File: src/rtl/uart_iid_pkg.sv
// Shared codes and helpers for the UART interrupt identification unit.
// Assumes source index 0 is the highest priority.
package uart_iid_pkg;

    typedef enum logic [3:0] {
        IID_MODEM   = 4'h0,
        IID_NONE    = 4'h1,
        IID_TXEMPTY = 4'h2,
        IID_RXDATA  = 4'h4,
        IID_LINE    = 4'h6,
        IID_TIMEOUT = 4'hC
    } iid_code_e;

    localparam int NUM_SRC = 5;

    localparam int SRC_LINE    = 0;
    localparam int SRC_RXDATA  = 1;
    localparam int SRC_TIMEOUT = 2;
    localparam int SRC_TXEMPTY = 3;
    localparam int SRC_MODEM   = 4;

    localparam logic [1:0] RD_HIGH_FILL = 2'b11;
    localparam logic [1:0] RD_MID_FILL  = 2'b00;

    // Map a priority index to its identification code.
    function automatic logic [3:0] src_code(input int idx);
        case (idx)
            SRC_LINE:    return IID_LINE;
            SRC_RXDATA:  return IID_RXDATA;
            SRC_TIMEOUT: return IID_TIMEOUT;
            SRC_TXEMPTY: return IID_TXEMPTY;
            SRC_MODEM:   return IID_MODEM;
            default:     return IID_NONE;
        endcase
    endfunction

    // Map the trigger select field to a fill level in entries.
    function automatic int trig_level(input logic [1:0] sel);
        case (sel)
            2'd0:    return 1;
            2'd1:    return 4;
            2'd2:    return 8;
            default: return 14;
        endcase
    endfunction

endpackage

File: src/rtl/uart_iid_prio.sv
// Fixed-priority encoder: turns a request vector into an identification code.
// Assumes req_i[0] is the highest priority; no request gives the idle code.
module uart_iid_prio
    import uart_iid_pkg::*;
#(
    parameter int N = NUM_SRC
) (
    input  logic [N-1:0] req_i,
    output logic [3:0]   code_o
);

    // Walk from lowest to highest priority so the highest active one wins.
    always_comb begin
        code_o = IID_NONE;
        for (int i = N - 1; i >= 0; i--) begin
            if (req_i[i]) code_o = src_code(i);
        end
    end

endmodule

File: src/rtl/uart_iid_tmo.sv
// Character-timeout counter: counts clocks while data waits, saturating at
// MULT times the per-character clock count. Assumes restart has priority.
module uart_iid_tmo #(
    parameter int CLK_W = 16,
    parameter int MULT  = 4
) (
    input  logic             clk,
    input  logic             rst_n,
    input  logic             ready_i,
    input  logic             restart_i,
    input  logic [CLK_W-1:0] char_clks_i,
    output logic             expired_o
);

    localparam int TMO_W = CLK_W + $clog2(MULT) + 1;

    logic [TMO_W-1:0] cnt_q;
    logic [TMO_W-1:0] thresh;

    // Threshold is the character time scaled by the timeout multiple.
    always_comb thresh = TMO_W'(char_clks_i) * TMO_W'(MULT);

    // Count while data is waiting; restart on read or push; hold at threshold.
    always_ff @(posedge clk) begin
        if (!rst_n)
            cnt_q <= '0;
        else if (restart_i)
            cnt_q <= '0;
        else if (ready_i && (cnt_q < thresh))
            cnt_q <= cnt_q + 1'b1;
    end

    // Expiry once the threshold is reached.
    always_comb expired_o = (cnt_q >= thresh);

endmodule

File: src/rtl/uart_iid_thre.sv
// Transmitter-empty pending flag: set on a shift-register load, cleared by a
// holding write or an identification read. Assumes a load beats a clear.
module uart_iid_thre (
    input  logic clk,
    input  logic rst_n,
    input  logic load_i,
    input  logic clr_wr_i,
    input  logic clr_rd_i,
    output logic pend_o
);

    // Track the pending flag.
    always_ff @(posedge clk) begin
        if (!rst_n)
            pend_o <= 1'b0;
        else if (load_i)
            pend_o <= 1'b1;
        else if (clr_wr_i || clr_rd_i)
            pend_o <= 1'b0;
    end

endmodule

File: src/rtl/uart_iid.sv
// UART interrupt identification unit top. Qualifies the five causes with
// their enables, picks the highest and registers the code. Assumes strobes
// are single-cycle and that the fill count is wide enough for a level of 14.
module uart_iid
    import uart_iid_pkg::*;
#(
    parameter int CNT_W    = 5,
    parameter int CLK_W    = 16,
    parameter int TMO_MULT = 4
) (
    input  logic             clk,
    input  logic             rst_n,
    input  logic [3:0]       ier_i,
    input  logic [3:0]       ls_err_i,
    input  logic             rx_ready_i,
    input  logic [CNT_W-1:0] rx_count_i,
    input  logic [1:0]       trig_sel_i,
    input  logic [CLK_W-1:0] char_clks_i,
    input  logic             rx_pop_i,
    input  logic             rx_push_i,
    input  logic [3:0]       ms_delta_i,
    input  logic             thr_empty_i,
    input  logic             tx_load_i,
    input  logic             thr_wr_i,
    input  logic             iir_rd_i,
    output logic [7:0]       iir_o,
    output logic             irq_o
);

    localparam int EN_RX    = 0;
    localparam int EN_TX    = 1;
    localparam int EN_LINE  = 2;
    localparam int EN_MODEM = 3;

    logic               tmo_expired;
    logic               thre_pend;
    logic               trig_hit;
    logic [NUM_SRC-1:0] req;
    logic [3:0]         code_next;
    logic [3:0]         code_q;

    uart_iid_tmo #(
        .CLK_W (CLK_W),
        .MULT  (TMO_MULT)
    ) u_tmo (
        .clk         (clk),
        .rst_n       (rst_n),
        .ready_i     (rx_ready_i),
        .restart_i   (rx_pop_i | rx_push_i),
        .char_clks_i (char_clks_i),
        .expired_o   (tmo_expired)
    );

    uart_iid_thre u_thre (
        .clk      (clk),
        .rst_n    (rst_n),
        .load_i   (tx_load_i),
        .clr_wr_i (thr_wr_i),
        .clr_rd_i (iir_rd_i),
        .pend_o   (thre_pend)
    );

    // Compare the fill count with the selected trigger level.
    always_comb trig_hit = (int'(rx_count_i) >= trig_level(trig_sel_i));

    // Qualify each cause with its enable bit.
    always_comb begin
        req              = '0;
        req[SRC_LINE]    = ier_i[EN_LINE]  && (|ls_err_i);
        req[SRC_RXDATA]  = ier_i[EN_RX]    && rx_ready_i && trig_hit;
        req[SRC_TIMEOUT] = ier_i[EN_RX]    && tmo_expired;
        req[SRC_TXEMPTY] = ier_i[EN_TX]    && thr_empty_i && thre_pend;
        req[SRC_MODEM]   = ier_i[EN_MODEM] && (|ms_delta_i);
    end

    uart_iid_prio #(
        .N (NUM_SRC)
    ) u_prio (
        .req_i  (req),
        .code_o (code_next)
    );

    // Register the identification code once per clock.
    always_ff @(posedge clk) begin
        if (!rst_n)
            code_q <= IID_NONE;
        else
            code_q <= code_next;
    end

    // Present the read byte and the request line.
    always_comb begin
        iir_o = {RD_HIGH_FILL, RD_MID_FILL, code_q};
        irq_o = (code_q != IID_NONE);
    end

endmodule

File: config.mk
export PLATFORM = sky130hd
export DESIGN_NAME = uart_iid
export DESIGN_NICKNAME = d
export VERILOG_FILES = /design/src/rtl/uart_iid_pkg.sv /design/src/rtl/uart_iid_prio.sv /design/src/rtl/uart_iid_tmo.sv /design/src/rtl/uart_iid_thre.sv /design/src/rtl/uart_iid.sv
export SDC_FILE = /design/constraint.sdc
export NUM_CORES = 1
export LEC_CHECK = 0
export BUFFER_PORTS_ARGS = -buffer_cell sky130_fd_sc_hd__buf_2
export CAP_MARGIN = 20
export CORE_ASPECT_RATIO = 2
export CORE_MARGIN = 2
export CORE_UTILIZATION = 46
export DETAILED_ROUTE_END_ITERATION = 8
export PLACE_DENSITY_LB_ADDON = 0.25
export SLEW_MARGIN = 10
export SYNTH_ARGS = -nofsm -noshare
export SYNTH_HDL_FRONTEND = slang
export SYNTH_SLANG_ARGS = --single-unit
File: constraint.sdc
create_clock -name clk -period 2.15 [get_ports clk]
set_clock_uncertainty 0.05 [all_clocks]
set_input_delay 0.3225 -clock clk [delete_from_list [all_inputs] [get_ports clk]]
set_output_delay 0.3225 -clock clk [all_outputs]
set_load 0.005 [all_outputs]
==> parameters.txt <==
Parameter                              Value

Timing
  Max-slew headroom at the worst pin    between 50% and 60%
  Actual slew at the worst max-slew pin    0.6338 ns
  Post-layout worst setup margin    -0.08390 ns
  RSZ-0062 raised after global routing    true
  Final Slew Violations    0
  Hold Vio Cnt, Final    0
  Shortest clock period the worst path allows after layout    between 2 and 2.5 ns
  Max Clk Rate    447.6 MHz
  Count of endpoints failing setup in the final report    19
  Portion of the clock cycle consumed by the worst path in the final layout    103.9%

GRT
  First-pass GRT wire length    roughly 9300 um
  Number of antenna violations at the first check in global routing    0
  Vias in the first global route    2152
  Total overflow reported by the global router    0
  Maximum number of pins on one net before global-route repair    30
  All-layer global routing usage    24.51%

Setup path
  Required time of the worst setup path    approximately 2.3 ns
  Worst stage delay on the critical path    0.58 ns
  Arrival time at the worst endpoint    2.34 ns
  Cell breakdown of the critical path    ha_4, nand4_1, or4_4, buf_6, o31ai_4, buf_6, nor4_1, mux2i_1
  Most Frequent Cell on Critical Path    buf_6
  Critical path class    reg -> reg
  Peak fanout along the critical path    6
  Slowest library cell on the worst path    or4_4
  Category of the worst setup path launch point    flip-flop
  Crit. Startpoint    u_tmo.cnt_q[7]$_SDFFE_PP0P_
  Reg-to-Reg Start    u_tmo.cnt_q[7]$_SDFFE_PP0P_
  Crit end category    flip-flop

Power and ir drop
  Clock network fraction of design power    roughly 41%
  Overall power after layout    1.022 mW
  Power per unit of standard cell area    376.5 nW/um2
  Relative contribution of combinational cells to total power    15.3%
  Pint    0.7723 mW
  Cell leakage power    1.212 nW
  Sequential Power Share    44.3%
  Sw Ratio    24.40%
  Worst IR Drop VDD    0.3142 mV
  Switching power total    0.2493 mW

Synthesis
  Mean instance size in the synthesized netlist    7.811 um2
  Area share of the largest cell type after synthesis    24.12%
  Number of cells produced by synthesis    255
  Cell type contributing the most total cell area after synthesis    dfxtp_1
  Post-synthesis register bit count    24
  Main area contributors after synthesis    dfxtp_1 (24%), ha_1 (14%), nand4_1 (6.9%)
  Sequential fraction of the synthesis area    about a quarter
  Mapped cell area    1992 um2
  Synth Warn #    0
  Unique masters post-synth    42

Final layout
  Most common cell after layout, fill and taps aside    buf_2
  Net count reported at finish    394
  Layout cell share with drive strength beyond 1    33.94%
  Final standard cell utilization of the core    between 60% and 70%
  Most frequent cells in the layout    buf_2 (48), nand2_1 (35), buf_4 (27), inv_1 (22), nand4_1 (22)
  Growth of design area from synthesis to finish    36.24%
  Non-filler cells in the finished layout    379
  Number of diodes added for antenna fixing    0

Place
  Count of input and output buffers    48
  Final HPWL from detailed placement    around 4300 um
  Global placement routability congestion    slightly below 0.9
  # placed instances    between 300 and 400

Clocking
  Clock tree from TritonCTS    yes
  Root buffer cell    clkbuf_8
  H-tree Lvls    1
  Count of hold-fix buffers inserted at cts    0
  Buffer depth of the longest clock path    2
  Reg clk slew, reported paths    0.09 ns
  Sinks on the clock net    24
  Inserted Clock Buffers    3
  Clock latency of the later-clocked register in the worst-skew pair    roughly 0.28 ns

Detailed routing
  Avg WL per Cell    roughly 16 um
  Via/cell ratio    5.834
  Antenna viol nets, final    0
  DRC viols    0
  Sum of routed wire length over all layers    5905 um
  Via count    roughly 2.2k
  Iteration count of the initial detailed-routing pass    4
  Initial DRC count    80

Floorplanning
  Overall die area    4904 um2
  Placeable core area    roughly 4100 um2
  Site row count    33
  Vertical die dimension    97.06 um
  Count of boundary I/O pins    53
  Horizontal extent of the die    around 50 um
  Initial cell density of the core    48.24%

Outcome
  Failing checks    setup timing
  Outcome    finished, violations left

Min path
  Worst min-delay path startpoint    tx_load_i
  Worst hold path class    in -> reg

Run
  Reported max-cap violation count    0
## metal layers
layer / wire (um) / track usage (%) / up-vias
li1: - / - / 1065
met1: 2009 / 23.17 / 1032
met2: 3356 / 48.89 / 94
met3: 298 / 2.308 / 20
met4: 241 / 11.64 / 0
met5: 0 / 0 / -
## worst paths after layout
path	depth (start not counted)	slack [ns]	to
worst max register to register	8	-0.08	u_tmo.cnt_q[17]$_SDFFE_PP0P_
worst min register to register	2	0.47	u_tmo.cnt_q[18]$_SDFFE_PP0P_
worst min-delay path	3	0.22	u_thre.pend_o$_SDFFE_PN0P_
worst max-delay path	8	-0.08	u_tmo.cnt_q[17]$_SDFFE_PP0P_
## cell type report
| class | instances | area (um2) |
|---|---|---|
| multi-input combinational | 197 | 1496 |
| clock buffer | 3 | 41.29 |
| fill | 381 | 1415 |
| inverter | 22 | 82.58 |
| tap | 52 | 65.06 |
| sequential | 24 | 490.5 |
| timing repair buffer | 80 | 508.0 |
| clock inverter | 1 | 30.03 |
## synthesized netlist by cell type, drive strengths merged
| master | n |
|---|---|
| o31ai | 3 |
| buf | 9 |
| inv | 22 |
| and4 | 2 |
| nand3 | 5 |
| a2bb2oi | 1 |
| o2bb2ai | 1 |
| nand4 | 22 |
| nand2 | 35 |
| and3 | 3 |
| a31oi | 4 |
| o31a | 1 |
| o2111ai | 1 |
| o21ai | 7 |
| o211ai | 2 |
| or4b | 1 |
| o221ai | 1 |
| nor2 | 10 |
| dfxtp | 24 |
| o41ai | 2 |
| a211oi | 2 |
| nor2b | 2 |
| mux2i | 11 |
| nor3 | 4 |
| ha | 22 |
| a21oi | 10 |
| nor4 | 16 |
| or4 | 2 |
| o21a | 1 |
| and2 | 5 |
| or3 | 1 |
| nand4b | 1 |
| nand2b | 14 |
| conb | 2 |
| o211a | 1 |
| clkbuf | 5 |
## registers in the layout (all words and copies together) (netlist names)
register and cells:
u_tmo.cnt_q 19, code_q 4, u_thre.pend_o 1
## through the flow
stage	instance area, um2	setup WS, ns	hold slack (ns)	TNS, ns
2_1_floorplan	1999	0.01668	0.3811	0
3_3_place_gp	2429	-0.2718	0.4308	-4.717
3_5_place_dp	2429	-0.3107	0.4464	-5.431
4_1_cts	2650	-0.06506	0.2237	-0.4576
5_1_grt	2714	-0.2127	0.2514	-3.263
6_report	2714	-0.08390	0.2233	-0.9909
## what timing repair did
item                                    CTS  global route
gates resized for setup                  19            11
buffers inserted                          4             1
endpoints found under the setup margin   23            23
gates cloned                              1             0
pin swaps                                 3            10
## worst max-delay path: cells and delay by family, from the launching register on
family          cells  cell delay, ns
simple gates        3            0.78
flops               1            0.37
buf+inv             2            0.32
fa+ha+maj           1            0.26
compound gates      1            0.21
mux                 1            0.12
## power groups by stage
stage / Combinational, mW / Clock, mW / Sequential, mW
2_1_floorplan: 0.0810 / 0 / 0.464
3_3_place_gp: 0.137 / 0 / 0.464
3_5_place_dp: 0.142 / 0 / 0.464
4_1_cts: 0.154 / 0.420 / 0.452
5_1_grt: 0.178 / 0.439 / 0.453
6_report: 0.156 / 0.413 / 0.452
## logic make-up after synthesis
group                      count (synthesis)  synth area share [%]
AOI/OAI and AO/OA                         37                 12.81
adders and majority gates                 22                 13.82
buffers and inverters                     36                 8.731
DFF                                       24                 24.12
muxes                                     11                 5.528
other                                      2                0.3770
and+or+nand+nor                          123                 34.61
(Power assumes the default switching activity.)
